$ cat src/rtl/dram_amux_pkg.sv
package dram_amux_pkg;

    localparam int NUM_BANKS = 4;

    typedef enum logic [2:0] {
        ST_IDLE,
        ST_ROW,
        ST_COL,
        ST_CAS,
        ST_REF
    } seq_state_t;

    typedef struct packed {
        logic ras_on;
        logic col_sel;
        logic cas_on;
        logic refresh;
    } strobe_ctl_t;

    function automatic logic [NUM_BANKS-1:0] bank_enables(input logic paired,
                                                          input logic [1:0] bsel);
        logic [NUM_BANKS-1:0] en;
        if (paired) begin
            en = bsel[1] ? 4'b1100 : 4'b0011;
        end else begin
            en = 4'b0001 << bsel;
        end
        return en;
    endfunction

endpackage

$ cat src/rtl/dram_addr_capture.sv
module dram_addr_capture #(
    parameter int AW = 10
) (
    input  logic          clk,
    input  logic          rst,
    input  logic          strobe,
    input  logic [2*AW-1:0] sys_addr,
    input  logic [1:0]    bank_in,
    output logic [AW-1:0] row_addr,
    output logic [AW-1:0] col_addr,
    output logic [1:0]    bank_eff
);
    localparam int HW = 2 * AW + 2;

    logic [HW-1:0] held_q;
    logic [HW-1:0] live;
    logic [HW-1:0] eff;

    assign live = {bank_in, sys_addr};

    always_ff @(posedge clk) begin
        if (rst) begin
            held_q <= '0;
        end else if (strobe) begin
            held_q <= live;
        end
    end

    assign eff      = strobe ? live : held_q;
    assign row_addr = eff[AW-1:0];
    assign col_addr = eff[2*AW-1:AW];
    assign bank_eff = eff[HW-1:2*AW];
endmodule

$ cat src/rtl/dram_refresh_ctr.sv
module dram_refresh_ctr #(
    parameter int RW = 9
) (
    input  logic          clk,
    input  logic          rst,
    input  logic          inc,
    output logic [RW-1:0] count
);
    always_ff @(posedge clk) begin
        if (rst) begin
            count <= '0;
        end else if (inc) begin
            count <= count + 1'b1;
        end
    end
endmodule

$ cat src/rtl/dram_access_seq.sv
module dram_access_seq
    import dram_amux_pkg::*;
#(
    parameter int REF_CYC = 3
) (
    input  logic        clk,
    input  logic        rst,
    input  logic        ext_ctrl,
    input  logic        access_req,
    input  logic        refresh_req,
    input  logic        long_hold,
    input  logic        mux_col_in,
    input  logic        cas_in,
    output strobe_ctl_t ctl,
    output logic        done,
    output logic        ref_inc
);
    localparam int CW = (REF_CYC > 2) ? $clog2(REF_CYC) : 1;
    localparam logic [CW-1:0] REF_LAST = CW'(REF_CYC - 1);

    seq_state_t    state_q, state_d;
    logic [CW-1:0] cnt_q, cnt_d;
    logic [CW-1:0] hold_last;
    logic          pend_q;
    logic          ext_ref_q;
    logic          done_q;
    logic          start_ref;
    logic          auto_inc;
    logic          idle;
    logic          ext_acc;
    logic          ext_ref;

    assign hold_last = long_hold ? CW'(1) : CW'(0);
    assign idle      = (state_q == ST_IDLE);
    assign ext_acc   = ext_ctrl && idle && access_req;
    assign ext_ref   = ext_ctrl && idle && refresh_req && !access_req;

    always_comb begin
        state_d   = state_q;
        cnt_d     = cnt_q;
        start_ref = 1'b0;
        auto_inc  = 1'b0;
        case (state_q)
            ST_IDLE: begin
                if (!ext_ctrl) begin
                    if (pend_q || refresh_req) begin
                        state_d   = ST_REF;
                        cnt_d     = '0;
                        start_ref = 1'b1;
                    end else if (access_req) begin
                        state_d = ST_ROW;
                        cnt_d   = '0;
                    end
                end
            end
            ST_ROW: begin
                if (!access_req) begin
                    state_d = ST_IDLE;
                end else if (cnt_q >= hold_last) begin
                    state_d = ST_COL;
                end else begin
                    cnt_d = cnt_q + 1'b1;
                end
            end
            ST_COL: begin
                state_d = access_req ? ST_CAS : ST_IDLE;
            end
            ST_CAS: begin
                if (!access_req) begin
                    state_d = ST_IDLE;
                end
            end
            ST_REF: begin
                if (cnt_q >= REF_LAST) begin
                    state_d  = ST_IDLE;
                    auto_inc = 1'b1;
                end else begin
                    cnt_d = cnt_q + 1'b1;
                end
            end
            default: state_d = ST_IDLE;
        endcase
    end

    always_ff @(posedge clk) begin
        if (rst) begin
            state_q   <= ST_IDLE;
            cnt_q     <= '0;
            pend_q    <= 1'b0;
            ext_ref_q <= 1'b0;
            done_q    <= 1'b0;
        end else begin
            state_q   <= state_d;
            cnt_q     <= cnt_d;
            pend_q    <= (pend_q | (refresh_req & ~ext_ctrl)) & ~start_ref;
            ext_ref_q <= ext_ref;
            done_q    <= (state_q == ST_COL) && access_req;
        end
    end

    always_comb begin
        ctl.ras_on  = (state_q == ST_ROW) || (state_q == ST_COL) ||
                      (state_q == ST_CAS) || ext_acc;
        ctl.col_sel = (state_q == ST_COL) || (state_q == ST_CAS) ||
                      (ext_acc && mux_col_in);
        ctl.cas_on  = (state_q == ST_CAS) || (ext_acc && cas_in);
        ctl.refresh = (state_q == ST_REF) || ext_ref;
    end

    assign done    = done_q;
    assign ref_inc = auto_inc | (ext_ref_q & ~ext_ref);
endmodule

$ cat src/rtl/dram_amux_seq.sv
module dram_amux_seq
    import dram_amux_pkg::*;
#(
    parameter int AW      = 10,
    parameter int RW      = 9,
    parameter int REF_CYC = 3
) (
    input  logic            clk,
    input  logic            rst,
    input  logic [2*AW-1:0] sys_addr,
    input  logic [1:0]      bank_sel,
    input  logic            addr_strobe,
    input  logic            paired_banks,
    input  logic            ext_ctrl,
    input  logic            access_req,
    input  logic            long_row_hold,
    input  logic            mux_col_in,
    input  logic            cas_in,
    input  logic            write_n,
    input  logic            refresh_req,
    output logic [AW-1:0]   dram_addr,
    output logic [3:0]      ras_n,
    output logic            cas_n,
    output logic            we_n,
    output logic            access_done
);
    logic [AW-1:0]        row_addr;
    logic [AW-1:0]        col_addr;
    logic [1:0]           bank_eff;
    logic [RW-1:0]        ref_count;
    logic                 ref_inc;
    strobe_ctl_t          ctl;
    logic [NUM_BANKS-1:0] bank_en;

    dram_addr_capture #(.AW(AW)) u_capture (
        .clk      (clk),
        .rst      (rst),
        .strobe   (addr_strobe),
        .sys_addr (sys_addr),
        .bank_in  (bank_sel),
        .row_addr (row_addr),
        .col_addr (col_addr),
        .bank_eff (bank_eff)
    );

    dram_refresh_ctr #(.RW(RW)) u_refctr (
        .clk   (clk),
        .rst   (rst),
        .inc   (ref_inc),
        .count (ref_count)
    );

    dram_access_seq #(.REF_CYC(REF_CYC)) u_seq (
        .clk         (clk),
        .rst         (rst),
        .ext_ctrl    (ext_ctrl),
        .access_req  (access_req),
        .refresh_req (refresh_req),
        .long_hold   (long_row_hold),
        .mux_col_in  (mux_col_in),
        .cas_in      (cas_in),
        .ctl         (ctl),
        .done        (access_done),
        .ref_inc     (ref_inc)
    );

    assign bank_en = bank_enables(paired_banks, bank_eff);

    generate
        for (genvar b = 0; b < NUM_BANKS; b++) begin : g_ras
            assign ras_n[b] = ~(ctl.refresh | (ctl.ras_on & bank_en[b]));
        end
    endgenerate

    always_comb begin
        if (ctl.refresh) begin
            dram_addr = AW'(ref_count);
        end else if (ctl.col_sel) begin
            dram_addr = col_addr;
        end else begin
            dram_addr = row_addr;
        end
    end

    assign cas_n = ~(ctl.cas_on & ~ctl.refresh);
    assign we_n  = write_n;
endmodule

$ cat config.mk
export PLATFORM = sky130hd
export DESIGN_NAME = dram_amux_seq
export DESIGN_NICKNAME = d
export VERILOG_FILES = /design/src/rtl/dram_amux_pkg.sv /design/src/rtl/dram_addr_capture.sv /design/src/rtl/dram_refresh_ctr.sv /design/src/rtl/dram_access_seq.sv /design/src/rtl/dram_amux_seq.sv
export SDC_FILE = /design/constraint.sdc
export NUM_CORES = 1
export LEC_CHECK = 0
export BUFFER_PORTS_ARGS = -buffer_cell sky130_fd_sc_hd__buf_2
export CAP_MARGIN = 5
export CORE_ASPECT_RATIO = 1.2
export CORE_MARGIN = 1.5
export CORE_UTILIZATION = 51
export DETAILED_ROUTE_END_ITERATION = 8
export PLACE_DENSITY = 0.73
export SYNTH_ARGS = -nofsm -noshare
export SYNTH_HDL_FRONTEND = slang
export SYNTH_SLANG_ARGS = --single-unit
$ cat constraint.sdc
create_clock -name clk -period 2.4 [get_ports clk]
set_input_delay 0.12 -clock clk [delete_from_list [all_inputs] [get_ports clk]]
set_output_delay 0.12 -clock clk [all_outputs]
set_load 0.01 [all_outputs]
==> flow_metrics.env, run 1 <==
export IMPL_p_leak_nw=1.10
export IMPL_ctsHtreeMaxLevel=2
export IMPL_dp_slack_ns=0.382
export IMPL_rsz0062_at_grt="false"
export IMPL_irDropWorstVdd_v=0.000333
export IMPL_power_density_nw_per_um2=647
export IMPL_coreArea_um2=4040
export IMPL_critPathRequiredTime_ns=2.28
export IMPL_hold_path_class="in -> reg"
export IMPL_grt_pass1_vias=1661
export IMPL_reg2reg_slack_ns=0.29
export IMPL_ctsRootBufferMaster="clkbuf_8"
export IMPL_final_cells=343
export IMPL_synthFlopType="dfxtp_1"
export IMPL_detail_route_drc_violations=0
export IMPL_placement_io_buffers=47
export IMPL_gp_congestion=0.825
export IMPL_dieHeight_um=74.9
export IMPL_cp_end_kind="output pin"
export IMPL_grt_usage_pct=20.9
export IMPL_tns_ns=0
export IMPL_synth_distinct_cells=50
export IMPL_place_inst=335
export IMPL_critPathLaunchType="flop"
export IMPL_syn_avg_cell_area_um2=8.90
export IMPL_synth_edf_count=0
export IMPL_vias=1899
export IMPL_ioPinCount=50
export IMPL_skew_ns=0.00638
export IMPL_antenna_cells=0
export IMPL_via_per_inst=5.54
export IMPL_drt_wirelength_per_cell_um=13.8
export IMPL_cp_max_fo=9
export IMPL_nets=324
export IMPL_arrival_ns=2.05
export IMPL_first_pass_iters=5
export IMPL_routed_wl_mm=4.74
export IMPL_hold_viol=0
export IMPL_relSlewSlack_pct=38.8
export IMPL_period_needed_ns=2.17
export IMPL_setup_viol=0
export IMPL_grt_max_degree=28
export IMPL_drtAntennaViolNets=0
export IMPL_area_growth_pct=17.3
export IMPL_cts_buffers=5
export IMPL_fillers=362
export IMPL_finalWorstSetupSlack_ns=0.228
export IMPL_ctsHoldBuffers=0
export IMPL_syn_nets=283
export IMPL_post_cts_repair_setup_buffers=0
export IMPL_clock_latency_ns=0.30
export IMPL_grt_pass1_wl_mm=7.70
export IMPL_report_final_slew_viol_count=0
export IMPL_netlist_area_um2=2200
export IMPL_fmaxAchievable_mhz=460
export IMPL_grt_overflow_total=0
export IMPL_rows=25
export IMPL_tightest_slew_ns=0.914
export IMPL_power_total_w=0.00167
export IMPL_status="finished, final reports clean"
export IMPL_antenna_found_initial=0
export IMPL_synth_seq_cells=39
export IMPL_drt_iter0_drc=77
export IMPL_drive_gt1_share_pct=29.4
export IMPL_crit_type="reg -> out"
export IMPL_clk_pin_slew_ns=0.08
export IMPL_clock_path_buffers=2
export IMPL_maxCapViolations=0
export IMPL_place_hpwl_mm=3.32
export IMPL_ys_async_sr_fraction_pct=0
export IMPL_initial_core_util_pct=54.4
export IMPL_cts_tree="yes"
export IMPL_die_area_um2=4710
export IMPL_fin_crit_sh_pct=90.5
export IMPL_die_width_um=62.9
export IMPL_ys_seq_area_share_pct=35.5
export IMPL_fin_hold_ws_ns=0.0713
export IMPL_clock_sinks=39
export IMPL_syn_inst=247
export IMPL_synth_warnings=0
[path summary, 6_finish.rpt]
kind | cells past startpoint | from | endpoint
worst max-delay path | 5 | u_seq.state_q[0]$_SDFFE_PP0P_ | dram_addr[0]
worst min-delay path | 3 | sys_addr[3] | u_capture.held_q[3]$_SDFF_PP0_
worst max register to register | 5 | u_seq.cnt_q[0]$_SDFFE_PP0P_ | u_refctr.count[8]$_SDFFE_PP0P_
worst min register to register | 2 | u_capture.held_q[6]$_SDFF_PP0_ | u_capture.held_q[6]$_SDFF_PP0_
[power breakdown]
part | leakage (nW) | total, W | internal (W) | switching [W]
combinational | 0.715 | 0.000309 | 0.000140 | 0.000168
sequential | 0.319 | 0.000698 | 0.000678 | 0.0000198
clock | 0.0644 | 0.000660 | 0.000415 | 0.000245
total | 1.10 | 0.00167 | 0.00123 | 0.000433
[synthesized netlist by cell type (all sizes together), types with 2 or more instances]
cell type,number,area (µm²)
nand2,13,48.8
nor3,6,30.0
a21boi,2,15.0
nor2b,4,25.0
inv,10,37.5
mux2i,23,230
nand3,4,20.0
dfxtp,39,781
nor4,2,12.5
or3,3,18.8
clkbuf,3,11.3
a21o,2,15.0
a211oi,5,37.5
buf,14,86.3
nor2,37,146
o21a,3,22.5
ha,3,37.5
and4,3,26.3
or3b,2,17.5
mux2,16,180
a2111oi,2,30.0
o21ai,16,83.8
o211ai,2,15.0
a21oi,13,68.8
o211a,2,20.0
[final cells by class]
type / instances / area (µm²) / area share [%]
clock inverters: 3 / 67.6 / 2.62
inverters: 10 / 37.5 / 1.46
multi-input cells: 181 / 1290 / 50.0
flip-flops and latches: 39 / 781 / 30.3
repair buffers: 51 / 265 / 10.3
clock buffers: 5 / 68.8 / 2.67
well taps: 54 / 67.6 / 2.62
[metal layers]
layer / wire length [µm] / GRT usage [%] / part of all wire, % / vias to the layer above
met3: 262 / 4.33 / 5.5 / 11
met1: 2150 / 26.9 / 45 / 869
met2: 2220 / 34.3 / 47 / 54
met5: 0 / 0 / 0 / -
met4: 105 / 9.14 / 2.2 / 0
li1: - / - / - / 965
[cells in the final DEF (no fill, tap or decap), types with 2 or more instances in the layout]
| cell type | netlist | layout |
|---|---|---|
| o211ai_1 | 2 | 2 |
| o21ai_0 | 14 | 14 |
| mux2i_1 | 23 | 23 |
| nor2b_1 | 4 | 4 |
| and4_1 | 3 | 3 |
| inv_1 | 10 | 10 |
| a21boi_0 | 2 | 2 |
| or3b_2 | 2 | 2 |
| mux2_2 | 16 | 16 |
| nor3_1 | 6 | 6 |
| nor2_1 | 36 | 36 |
| o21a_1 | 3 | 3 |
| a21o_1 | 2 | 2 |
| a211oi_1 | 5 | 5 |
| buf_2 | 6 | 47 |
| bufinv_16 | 0 | 2 |
| dfxtp_1 | 39 | 39 |
| a21oi_1 | 12 | 12 |
| nand2_1 | 13 | 13 |
| or3_1 | 3 | 3 |
| nand3_1 | 4 | 4 |
| ha_1 | 3 | 3 |
| o211a_1 | 2 | 2 |
| clkbuf_8 | 0 | 5 |
| nor4_1 | 2 | 2 |
| buf_4 | 3 | 4 |
| a2111oi_2 | 2 | 2 |
[kinds of logic (layout without fill, tap and decap cells)]
| logic type | Yosys count | in the layout | share of synthesized area, % |
|---|---|---|---|
| buffers and inverters | 27 | 69 | 6.15 |
| multiplexers | 39 | 39 | 18.7 |
| AO/OA/AOI/OAI | 53 | 53 | 16.5 |
| AND/OR/NAND/NOR | 85 | 85 | 21.0 |
| adder cells (fa/ha/maj) | 3 | 3 | 1.71 |
| XOR/XNOR | 1 | 1 | 0.399 |
| flip-flops | 39 | 39 | 35.5 |
[state kept, by name (all words and copies together) (netlist names)]
name and cells:
u_seq.pend_q 1, u_seq.done 1, u_seq.cnt_q 2, u_seq.ext_ref_q 1, u_seq.state_q 3, u_refctr.count 9
u_capture.held_q 22
[worst max-delay path, stage by stage (launching register included)]
cell	delay, ns
dfxtp_1	0.42
nand4b_4	0.26
a21oi_4	0.36
mux2_2	0.37
o21ai_0	0.18
buf_2	0.17
[through the flow]
step / instance area, µm² / util [%]
finish: 2580 / 63.8
global route: 2580 / 63.8
CTS: 2570 / 63.7
detailed placement: 2430 / 60.3
global placement: 2430 / 60.3
floorplan: 2200 / -
[timing repair]
item | in CTS | in global routing
endpoints found under the setup margin | 0 | 8
resized for setup | 0 | 1
endpoints found under the hold margin | 0 | 0
Note: power is estimated with default switching activity, not from simulation.
==> inputs of run 2 (changes only) <==
--- a/config.mk
+++ b/config.mk
@@ -8,10 +8,10 @@
 export BUFFER_PORTS_ARGS = -buffer_cell sky130_fd_sc_hd__buf_2
 export CAP_MARGIN = 5
 export CORE_ASPECT_RATIO = 1.2
-export CORE_MARGIN = 1.5
+export CORE_MARGIN = 3
 export CORE_UTILIZATION = 51
 export DETAILED_ROUTE_END_ITERATION = 8
-export PLACE_DENSITY = 0.73
+export PLACE_DENSITY = 0.76
 export SYNTH_ARGS = -nofsm -noshare
 export SYNTH_HDL_FRONTEND = slang
 export SYNTH_SLANG_ARGS = --single-unit
==> run 2 against run 1 <==
Power fell by 0.43%; sequential power about the same; via count is 1.5% lower; critical endpoint is now dram_addr[7].
==> flow_metrics.env, run 2 (synthesized netlist as in run 1, its figures left out) <==
export IMPL_status="finished, final reports clean"
export IMPL_routed_wl_mm=4.72
export IMPL_relSlewSlack_pct=54.4
export IMPL_drive_gt1_share_pct=29.7
export IMPL_reg2reg_slack_ns=0.56
export IMPL_hold_viol=0
export IMPL_antenna_found_initial=0
export IMPL_drt_iter0_drc=49
export IMPL_antenna_cells=0
export IMPL_fin_crit_sh_pct=91.6
export IMPL_tns_ns=0
export IMPL_ctsRootBufferMaster="clkbuf_8"
export IMPL_tightest_slew_ns=0.684
export IMPL_finish_instance_area_um2=2580
export IMPL_critPathLaunchType="flop"
export IMPL_routed_top_layer="met4"
export IMPL_ioPinCount=50
export IMPL_clk_pin_slew_ns=0.08
export IMPL_clock_sinks=39
export IMPL_post_cts_repair_setup_buffers=0
export IMPL_r2r_start="u_seq.state_q[0]$_SDFFE_PP0P_"
export IMPL_ctsHtreeMaxLevel=2
export IMPL_power_density_nw_per_um2=642
export IMPL_grt_usage_pct=19.0
export IMPL_placement_io_buffers=47
export IMPL_dieHeight_um=77.9
export IMPL_fmaxAchievable_mhz=455
export IMPL_largest_register="u_capture.held_q"
export IMPL_via_per_inst=5.44
export IMPL_area_growth_pct=17.6
export IMPL_ctsResizeCount=0
export IMPL_die_width_um=65.9
export IMPL_drt_wirelength_per_cell_um=13.7
export IMPL_cp_max_fo=9
export IMPL_coreArea_um2=4040
export IMPL_dr_wl_met3_um=248
export IMPL_vias=1870
export IMPL_clock_latency_ns=0.29
export IMPL_ctsHoldBuffers=0
export IMPL_report_final_slew_viol_count=0
export IMPL_fin_hold_ws_ns=0.0757
export IMPL_cp_end_kind="output pin"
export IMPL_final_common_cell="buf_2"
export IMPL_wl_met2_mm=2.25
export IMPL_p_leak_nw=1.10
export IMPL_maxCapViolations=0
export IMPL_cts_buffers=5
export IMPL_r2r_end="u_refctr.count[6]$_SDFFE_PP0P_"
export IMPL_rsz0062_at_grt="false"
export IMPL_clock_path_buffers=2
export IMPL_wl_met1_mm=2.17
export IMPL_gp_congestion=0.819
export IMPL_irDropWorstVdd_v=0.000310
export IMPL_drtAntennaViolNets=0
export IMPL_rows=25
export IMPL_grt_max_degree=27
export IMPL_setup_viol=0
export IMPL_skew_ns=0.00481
export IMPL_whs_endpoint="u_capture.held_q[13]$_SDFF_PP0_"
export IMPL_hold_path_class="in -> reg"
export IMPL_largestRegisters="u_capture.held_q x22, u_refctr.count x9, u_seq.state_q x3"
export IMPL_grt_overflow_total=0
export IMPL_die_area_um2=5130
export IMPL_critPathRequiredTime_ns=2.28
export IMPL_nets=325
export IMPL_min_path_cells=3
export IMPL_largest_register_ffs=22
export IMPL_period_needed_ns=2.20
export IMPL_mostFrequentLayoutCells="buf_2 (47), dfxtp_1 (39), nor2_1 (36)"
export IMPL_worstRegToRegCells=4
export IMPL_first_pass_iters=4
export IMPL_arrival_ns=2.08
export IMPL_grt_pass1_vias=1745
export IMPL_dpl_cell_area_um2=2440
export IMPL_crit_type="reg -> out"
export IMPL_hp_start="sys_addr[13]"
export IMPL_initial_core_util_pct=54.4
export IMPL_grt_pass1_wl_mm=7.83
export IMPL_cts_tree="yes"
export IMPL_detail_route_drc_violations=0
export IMPL_place_hpwl_mm=3.41
==> run 2: worst max path at each step <==
stage	slack (ns)	depth (start not counted)	from	endpoint
2_1_floorplan	0.66	5	u_seq.state_q[1]$_SDFFE_PP0P_	dram_addr[0]
3_3_place_gp	0.45	5	u_seq.state_q[0]$_SDFFE_PP0P_	dram_addr[0]
3_5_place_dp	0.42	5	u_seq.state_q[0]$_SDFFE_PP0P_	dram_addr[7]
4_1_cts	0.08	5	u_seq.state_q[0]$_SDFFE_PP0P_	dram_addr[7]
5_1_grt	0.05	5	u_seq.state_q[0]$_SDFFE_PP0P_	dram_addr[7]
6_report	0.20	5	u_seq.state_q[0]$_SDFFE_PP0P_	dram_addr[7]
==> run 2: per-layer routing <==
layer	vias up	track usage [%]
met5	-	0
met4	0	5.60
met3	6	4.34
met2	52	31.4
met1	844	24.4
li1	968	-
==> run 2: cell type report <==
class	instances	area, µm²
clock buffers	5	68.8
multi-input cells	181	1290
well taps	54	67.6
fillers	333	1450
inverters	10	37.5
flip-flops and latches	39	781
repair buffers	52	273
clock inverters	3	67.6
==> run 2: through the flow <==
step | utilization, % | total power (W) | instances | setup slack, ns
after floorplan | - | 0.000919 | 247 | 0.662
after global placement | 60.5 | 0.00101 | 336 | 0.452
after detailed placement | 60.5 | 0.00102 | 336 | 0.419
after CTS | 63.8 | 0.00167 | 344 | 0.0835
after global routing | 64.0 | 0.00173 | 344 | 0.0466
final | 64.0 | 0.00166 | 344 | 0.203
==> run 2: power breakdown <==
group          switching, W  total, W  internal, W
Combinational      0.000172  0.000312     0.000140
Sequential        0.0000173  0.000695     0.000678
Clock              0.000237  0.000651     0.000415
==> run 2: critical path: stages (launching register included) <==
cell and delay (ns):
dfxtp_1 0.43, nand4b_4 0.27, a21oi_4 0.37, mux2_2 0.37, o21ai_0 0.18, buf_2 0.16
==> inputs of run 3 (changes only) <==
--- a/config.mk
+++ b/config.mk
@@ -7,11 +7,14 @@
 export LEC_CHECK = 0
 export BUFFER_PORTS_ARGS = -buffer_cell sky130_fd_sc_hd__buf_2
 export CAP_MARGIN = 5
+export CELL_PAD_IN_SITES_DETAIL_PLACEMENT = 1
+export CELL_PAD_IN_SITES_GLOBAL_PLACEMENT = 2
 export CORE_ASPECT_RATIO = 1.2
 export CORE_MARGIN = 3
-export CORE_UTILIZATION = 51
+export CORE_UTILIZATION = 32
+export CTS_CLUSTER_DIAMETER = 30
 export DETAILED_ROUTE_END_ITERATION = 8
-export PLACE_DENSITY = 0.76
+export PLACE_DENSITY_LB_ADDON = 0.1
 export SYNTH_ARGS = -nofsm -noshare
 export SYNTH_HDL_FRONTEND = slang
 export SYNTH_SLANG_ARGS = --single-unit
==> run 3 against run 2 <==
Flip-flop and latch count stayed put; non-clock buffer count stayed put; routed wire length grew 17%; combinational power barely moved; via count grew 1.3%; critical path type unchanged; critical endpoint is now dram_addr[2].
==> flow_metrics.env, run 3 (synthesized netlist as in run 1, its figures left out) <==
export IMPL_cts_buffers=5
export IMPL_routed_wl_mm=5.54
export IMPL_routed_top_layer="met4"
export IMPL_drt_iter0_drc=64
export IMPL_ctsResizeCount=0
export IMPL_wl_met2_mm=2.59
export IMPL_critPathRequiredTime_ns=2.28
export IMPL_multi_input_area_um2=1280
export IMPL_relSlewSlack_pct=52.3
export IMPL_arrival_ns=2.01
export IMPL_vias=1895
export IMPL_tns_ns=0
export IMPL_drt_wirelength_per_cell_um=14.8
export IMPL_drive_gt1_share_pct=30.0
export IMPL_p_sw_share_pct=27.9
export IMPL_area_growth_pct=18.0
export IMPL_power_total_w=0.00156
export IMPL_skew_ns=0.0129
export IMPL_coreArea_um2=6530
export IMPL_largest_register="u_capture.held_q"
export IMPL_fin_crit_sh_pct=88.8
export IMPL_grt_max_degree=44
export IMPL_place_hpwl_mm=4.07
export IMPL_seq_power_share_pct=44.8
export IMPL_detail_route_drc_violations=0
export IMPL_switching_power_w=0.000436
export IMPL_fmaxAchievable_mhz=469
export IMPL_grt_usage_pct=14.6
export IMPL_maxCapViolations=0
export IMPL_period_needed_ns=2.13
export IMPL_largest_register_ffs=22
export IMPL_cp_max_fo=9
export IMPL_critPathLaunchType="flop"
export IMPL_die_width_um=81.6
export IMPL_status="finished, final reports clean"
export IMPL_cts_tree="yes"
export IMPL_clkPwrFrac_pct=35.3
export IMPL_tightest_slew_ns=0.715
export IMPL_clock_path_buffers=2
export IMPL_worstRegToRegCells=6
export IMPL_irDropWorstVdd_v=0.000224
export IMPL_post_cts_repair_setup_buffers=0
export IMPL_dieHeight_um=96.8
export IMPL_largestRegisters="u_capture.held_q x22, u_refctr.count x9, u_seq.state_q x3"
export IMPL_ctsRootBufferMaster="clkbuf_8"
export IMPL_initial_core_util_pct=33.7
export IMPL_dp_slack_ns=0.439
export IMPL_grt_pass1_vias=1839
export IMPL_register_area_um2=782
export IMPL_crit_type="reg -> out"
export IMPL_gp_congestion=0.689
export IMPL_grt_overflow_total=0
export IMPL_hold_viol=0
export IMPL_via_per_inst=5.05
export IMPL_clock_latency_ns=0.29
export IMPL_final_common_cell="buf_2"
export IMPL_reg2reg_slack_ns=0.52
export IMPL_dpl_cell_area_um2=2480
export IMPL_power_density_nw_per_um2=603
export IMPL_ctsHoldBuffers=0
export IMPL_setup_viol=0
export IMPL_dr_wl_met3_um=240
export IMPL_min_path_cells=3
export IMPL_rsz0062_at_grt="false"
export IMPL_clock_sinks=39
export IMPL_placement_io_buffers=47
export IMPL_wl_met1_mm=2.66
export IMPL_ctsHtreeMaxLevel=2
export IMPL_mostFrequentLayoutCells="buf_2 (47), dfxtp_1 (38), nor2_1 (36)"
export IMPL_finalWorstSetupSlack_ns=0.270
export IMPL_nets=325
export IMPL_grt_pass1_wl_mm=9.15
export IMPL_antenna_found_initial=0
export IMPL_report_final_slew_viol_count=0
export IMPL_cp_end_kind="output pin"
export IMPL_hold_path_class="in -> reg"
export IMPL_p_leak_nw=1.10
export IMPL_first_pass_iters=4
export IMPL_rows=32
export IMPL_internal_power_w=0.00113
export IMPL_drtAntennaViolNets=0
export IMPL_clk_pin_slew_ns=0.08
export IMPL_antenna_cells=0
export IMPL_fillers=792
export IMPL_die_area_um2=7900
export IMPL_ioPinCount=50
export IMPL_finish_instance_area_um2=2590
export IMPL_share_comb_of_total_power_pct=19.8
run 3: critical path: stages, from the launching register on:
cell,delay [ns]
dfxtp_1,0.43
nand4b_4,0.26
a21oi_2,0.16
buf_4,0.19
mux2_2,0.35
o21ai_0,0.17
buf_2,0.16
run 3: metrics by stage:
step / cells / hold slack [ns] / util (%)
final: 375 / 0.0810 / 39.7
after global routing: 375 / 0.0889 / 39.7
after CTS: 375 / 0.0772 / 39.7
after detailed placement: 367 / 0.240 / 38.0
after global placement: 367 / 0.240 / 38.0
after floorplan: 247 / 0.267 / -
run 3: layer usage:
layer | vias up | global-route usage, %
li1 | 969 | -
met1 | 886 | 20.1
met2 | 35 | 23.2
met3 | 5 | 3.35
met4 | 0 | 3.07
met5 | - | 0
run 3: layout make-up:
| class | instances | area share, % |
|---|---|---|
| multi-input combinational | 181 | 49.4 |
| sequential | 39 | 30.2 |
| timing repair buffer | 52 | 10.5 |
| tap | 85 | 4.10 |
| clock buffer | 5 | 2.65 |
| clock inverter | 3 | 1.69 |
| inverter | 10 | 1.45 |
run 3: path summary, 6_finish.rpt:
check	from	endpoint
setup / recovery	u_seq.state_q[0]$_SDFFE_PP0P_	dram_addr[2]
hold / removal	sys_addr[14]	u_capture.held_q[14]$_SDFF_PP0_
hold reg to reg	u_capture.held_q[14]$_SDFF_PP0_	u_capture.held_q[14]$_SDFF_PP0_
setup reg to reg	u_seq.cnt_q[0]$_SDFFE_PP0P_	u_seq.cnt_q[0]$_SDFFE_PP0P_
run 3: power by group through the flow:
| stage | clock (W) | sequential [W] | combinational, W |
|---|---|---|---|
| after floorplan | 0 | 0.000703 | 0.000217 |
| after global placement | 0 | 0.000716 | 0.000314 |
| after detailed placement | 0 | 0.000716 | 0.000315 |
| after CTS | 0.000580 | 0.000701 | 0.000317 |
| after global routing | 0.000607 | 0.000706 | 0.000347 |
| final | 0.000553 | 0.000701 | 0.000310 |
